$ cat src/rtl/pt_walk_engine.sv
module pt_walk_engine #(
  parameter int VA_W   = 48,
  parameter int PA_W   = 52,
  parameter int PTE_W  = 64,
  parameter int IDX_W  = 9,
  parameter int PG_SH  = 12,
  parameter int LEVELS = 4
) (
  input  logic                     clk,
  input  logic                     rst_n,
  input  logic [PA_W-PG_SH-1:0]    root_ppn,
  input  logic                     req_valid,
  input  logic [VA_W-1:0]          req_va,
  output logic                     busy,
  output logic                     mem_req_valid,
  output logic [PA_W-1:0]          mem_req_addr,
  input  logic                     mem_rsp_valid,
  input  logic [PTE_W-1:0]         mem_rsp_data,
  output logic                     done,
  output logic                     fault,
  output logic [VA_W-1:0]          fault_va,
  output logic [PA_W-PG_SH-1:0]    res_ppn,
  output logic [1:0]               res_size,
  output logic                     res_write,
  output logic                     res_user,
  output logic                     res_exec,
  output logic [VA_W-PG_SH-1:0]    fill_vpn
);
  localparam int PPN_W = PA_W - PG_SH;
  localparam int VPN_W = VA_W - PG_SH;
  localparam int LVL_W = $clog2(LEVELS);
  localparam int B_PRESENT = 0;
  localparam int B_WRITE   = 1;
  localparam int B_USER    = 2;
  localparam int B_LARGE   = 7;
  localparam int B_NOEXEC  = PTE_W - 1;

  typedef enum logic [1:0] {S_IDLE, S_ISSUE, S_WAIT} state_t;

  state_t             st;
  logic [LVL_W-1:0]   lvl;
  logic [VA_W-1:0]    va_q;
  logic [PPN_W-1:0]   base_q;
  logic               wr_acc, us_acc, ex_acc;

  function automatic logic [IDX_W-1:0] slice_of(input logic [VA_W-1:0] va, input logic [LVL_W-1:0] l);
    int sh;
    sh = PG_SH + IDX_W * (LEVELS - 1 - int'(l));
    return va[sh +: IDX_W];
  endfunction

  function automatic logic [PPN_W-1:0] low_mask(input logic [LVL_W-1:0] l);
    logic [PPN_W-1:0] m;
    for (int i = 0; i < PPN_W; i++)
      m[i] = (i < IDX_W * (LEVELS - 1 - int'(l)));
    return m;
  endfunction

  logic [IDX_W-1:0] idx;
  logic [PPN_W-1:0] ent_ppn, msk, vpn_ext, leaf_ppn;
  logic             present, large_ok, leaf;
  logic             wr_n, us_n, ex_n;

  assign idx     = slice_of(va_q, lvl);
  assign ent_ppn = mem_rsp_data[PA_W-1:PG_SH];
  assign present = mem_rsp_data[B_PRESENT];
  assign large_ok = mem_rsp_data[B_LARGE] && lvl != '0 && lvl != LVL_W'(LEVELS-1);
  assign leaf    = large_ok || lvl == LVL_W'(LEVELS-1);
  assign msk     = low_mask(lvl);
  assign vpn_ext = PPN_W'(va_q[VA_W-1:PG_SH]);
  assign leaf_ppn = (ent_ppn & ~msk) | (vpn_ext & msk);
  assign wr_n    = wr_acc & mem_rsp_data[B_WRITE];
  assign us_n    = us_acc & mem_rsp_data[B_USER];
  assign ex_n    = ex_acc & ~mem_rsp_data[B_NOEXEC];

  assign busy          = st != S_IDLE;
  assign mem_req_valid = st == S_ISSUE;
  assign mem_req_addr  = {base_q, {PG_SH{1'b0}}} | PA_W'({idx, 3'b000});

  logic unused_pte_bits;
  assign unused_pte_bits = ^{mem_rsp_data[PTE_W-2:PA_W], mem_rsp_data[PG_SH-1:B_LARGE+1],
                             mem_rsp_data[B_LARGE-1:B_USER+1]};

  always_ff @(posedge clk) begin
    if (!rst_n) begin
      st        <= S_IDLE;
      lvl       <= '0;
      va_q      <= '0;
      base_q    <= '0;
      wr_acc    <= 1'b1;
      us_acc    <= 1'b1;
      ex_acc    <= 1'b1;
      done      <= 1'b0;
      fault     <= 1'b0;
      fault_va  <= '0;
      res_ppn   <= '0;
      res_size  <= '0;
      res_write <= 1'b0;
      res_user  <= 1'b0;
      res_exec  <= 1'b0;
      fill_vpn  <= '0;
    end else begin
      done  <= 1'b0;
      fault <= 1'b0;
      case (st)
        S_IDLE: if (req_valid) begin
          va_q   <= req_va;
          base_q <= root_ppn;
          lvl    <= '0;
          wr_acc <= 1'b1;
          us_acc <= 1'b1;
          ex_acc <= 1'b1;
          st     <= S_ISSUE;
        end
        S_ISSUE: st <= S_WAIT;
        S_WAIT: if (mem_rsp_valid) begin
          if (!present) begin
            fault    <= 1'b1;
            fault_va <= va_q;
            st       <= S_IDLE;
          end else if (leaf) begin
            done      <= 1'b1;
            res_ppn   <= leaf_ppn;
            res_size  <= 2'(LEVELS - 1 - int'(lvl));
            res_write <= wr_n;
            res_user  <= us_n;
            res_exec  <= ex_n;
            fill_vpn  <= va_q[VA_W-1:PG_SH] & ~msk[VPN_W-1:0];
            st        <= S_IDLE;
          end else begin
            base_q <= ent_ppn;
            lvl    <= lvl + LVL_W'(1);
            wr_acc <= wr_n;
            us_acc <= us_n;
            ex_acc <= ex_n;
            st     <= S_ISSUE;
          end
        end
        default: st <= S_IDLE;
      endcase
    end
  end
endmodule

$ cat config.mk
export PLATFORM = sky130hd
export DESIGN_NAME = pt_walk_engine
export DESIGN_NICKNAME = d
export VERILOG_FILES = /design/src/rtl/pt_walk_engine.sv
export SDC_FILE = /design/constraint.sdc
export NUM_CORES = 1
export LEC_CHECK = 0
export ABC_AREA = 1
export ABC_CLOCK_PERIOD_IN_PS = 3250
export BUFFER_PORTS_ARGS = -buffer_cell sky130_fd_sc_hd__clkbuf_2
export CORE_ASPECT_RATIO = 0.8
export CORE_UTILIZATION = 40
export DETAILED_ROUTE_END_ITERATION = 8
export PLACE_DENSITY = 0.66
export SLEW_MARGIN = 0
export SYNTH_ARGS = -nofsm -noshare
export SYNTH_HDL_FRONTEND = slang
export SYNTH_SLANG_ARGS = --single-unit
$ cat constraint.sdc
create_clock -name clk -period 3.25 [get_ports clk]
set_clock_uncertainty 0.15 [all_clocks]
set_input_delay 0.325 -clock clk [delete_from_list [all_inputs] [get_ports clk]]
set_output_delay 0.325 -clock clk [all_outputs]
set_load 0.02 [all_outputs]
==> results.cfg <==
[outcome]
status = completed

[timing]
fin_crit_sh_pct = 93.48
worst_slew_pin_slew_ps = 1030
setup_slack_ps = 211.7
slew_viol_final = 0
setup_viol = 0
slew_headroom_pct = 31.28
hold_viol = 0
timing.fmax_mhz = 329.1
rsz0062_at_grt = no
fin_crit_ps = 3038
final.setup.tns_ps = 0

[setup_path]
worst_ep_arrival_time_ps = 2560
worstSetupPathType = register to output pin
rr_startpoint = lvl[0]
reg2reg_slack_ps = 360
cp_max_fo = 45
worstPathRequired_ps = 2770
cp-end-kind = output pin
r2r_end = fill_vpn[26]
ff2ff_path_depth = 9
startpoint_type = register

[pwr]
vdd_drop_max_uv = 380.9
powerDensity_nw_per_um2 = 639.7
leakagePower_nw = 6.222

[clock_tree]
cts_tree = yes
cts_sinks = 226
ctsLongestPathBuffers = 3
cts_root_buffer = clkbuf_16
postCtsSetupBuffers = 0
clk_pin_slew_ps = 60
numCtsBuffers = 24
clock_latency_ps = 520
cts_max_level = 1

[drt]
viasPerCell = 5.090
route.met2.wl_um = 15090
wl_met3_um = 3221
drt-initial-drc-count = 816
totalWireLength_um = 35270
num_vias = 10821
drcViolationCount = 0
routedWlPerCell_um = 16.59
route.antenna.remaining_nets = 0
wl_met1_um = 16030
top_layer = met4
drtPass1Iterations = 5

[placement]
preCtsSetupSlack_ps = 388.3
numPortBuffers = 318
gp_congestion = 0.9054
hpwlAfterDp_um = 24060
post-place-cells = 2000

[run]
maxCapViolCount = 0

[logic_synthesis]
ys_seq_area_share_pct = 45.84
synth_cell_types = 30
syn_area_um2 = 9871
syn_inst = 1452
yosysWarnings = 0
synth_seq_cells = 226
postSynthAreaPerCell_um2 = 6.798

[die]
core_um2 = 24250
die_x_um = 177.6
num_rows = 51
dieHeight_um = 142.5
start_util_pct = 40.71
die-area_um2 = 25310
ios = 341

[worst_hold_path]
hold_depth = 5
min_from = mem_rsp_data[39]
worst_hold_path_type = input port to register
whs_endpoint = base_q[27]

[finish]
drive_gt1_share_pct = 21.63
nets = 1951
n_antenna_cell = 0
synthToLayoutAreaGrowth_pct = 33.98
final_cell_count_no_fill = 2126

[global_routing]
grt_pass1_vias = 9485
antenna_found_initial = 0
grt_first_pass_wirelength_um = 52870
grt_max_degree = 86
gr-total-overflow = 0
grt_usage_pct = 26.83
-- critical path: stages, from the launching register on --
cell and delay [ps]:
dfxtp_1 370, buf_4 450, nand2_1 450, nand2_1 140, o21ai_0 120, nand3_1 120
nand3_1 110, nand2_1 90, clkbuf_2 180
-- cells by family (layout without fill, tap and decap cells) --
group / count (synthesis) / count (layout) / share of synthesized area (%)
other: 1 / 3 / 0.03799
multiplexers: 1 / 1 / 0.1014
flip-flops: 226 / 226 / 45.84
AO/OA/AOI/OAI: 359 / 359 / 18.47
adder cells (fa/ha/maj): 4 / 4 / 0.5071
AND/OR/NAND/NOR: 697 / 697 / 27.58
buffers and inverters: 164 / 518 / 7.466
-- area by class of cell --
class / count / area [um2]
inverter: 57 / 215.2
fill: 2417 / 11020
multi-input combinational: 1064 / 4622
tap: 318 / 397.9
sequential: 226 / 4526
clock inverter: 9 / 195.2
timing repair buffer: 418 / 2560
clock buffer: 34 / 709.4
-- synth_stat cells, drive strengths merged --
cell type  instances  area (um2)
nor2             326        1234
nand2            301        1132
o21ai            281        1410
dfxtp            226        4524
a21oi             71       362.8
nand3             66       330.3
inv               56       210.2
buf               54       322.8
clkbuf            53       200.2
ha                 4       50.05
o211ai             3       22.52
a21boi             2       15.01
nand4              2       12.51
o22ai              2       12.51
and2               1       6.260
clkinv             1       3.750
conb               1       3.750
mux2i              1       10.01
nand3b             1       7.510
-- metal layers --
layer,vias to the layer above,track usage (%)
li1,5370,-
met1,4948,37.85
met2,448,41.14
met3,55,5.582
met4,0,7.512
met5,-,0
-- worst max-delay path by stage --
stage                     startpoint  slack (ps)                to  depth (start not counted)
after floorplan               lvl[0]         810  mem_req_addr[11]                         13
after global placement        lvl[0]         480       fill_vpn[2]                          9
after detailed placement      lvl[0]         390      fill_vpn[18]                          9
after CTS                     lvl[0]         120   mem_req_addr[3]                         12
after global routing          lvl[0]          30      fill_vpn[16]                          9
final                         lvl[1]         210   mem_req_addr[6]                          8
-- power by group --
group	leakage (nW)	total [W]	internal [W]	switching [W]
Combinational	3.93	0.00212	0.000687	0.00143
Sequential	1.84	0.00321	0.00300	0.000212
Clock	0.445	0.00313	0.00199	0.00114
-- metrics by stage --
step / utilization [%] / hold slack (ps) / instance area [um2] / total power (W)
CTS: 54.52 / 1.125 / 13220 / 0.008493
global route: 54.54 / 34.98 / 13230 / 0.008894
global placement: 47.35 / 292.0 / 11480 / 0.005252
finish: 54.54 / 15.00 / 13230 / 0.008460
detailed placement: 47.35 / 306.4 / 11480 / 0.005277
floorplan: - / 283.5 / 9878 / 0.004615
-- repair_timing --
action | CTS | global route
endpoints found under the setup margin | 3 | 9
hold endpoints to repair | 85 | 0
hold buffers | 83 | 0
gates resized for setup | 1 | 2
-- sequential cells by signal, indices dropped and copies added, names as in the netlist --
register	flops
base_q	40
done	1
ex_acc	1
fault	1
fault_va	48
fill_vpn	36
lvl	2
res_exec	1
res_ppn	40
res_size	2
res_user	1
res_write	1
st	2
us_acc	1
va_q	48
wr_acc	1
-- cells in the final DEF (no fill, tap or decap), drive strengths merged, types with 2 or more instances in the layout --
cell type	count
buf	18
a21boi	2
ha	4
nand2	301
nor2	326
nand4	2
clkinv	4
clkbuf	351
o22ai	2
dlygate4sd3	83
dfxtp	226
o21ai	281
nand3	66
bufinv	6
o211ai	3
conb	3
a21oi	71
inv	56
No activity file was read; power rests on OpenSTA's default activity.
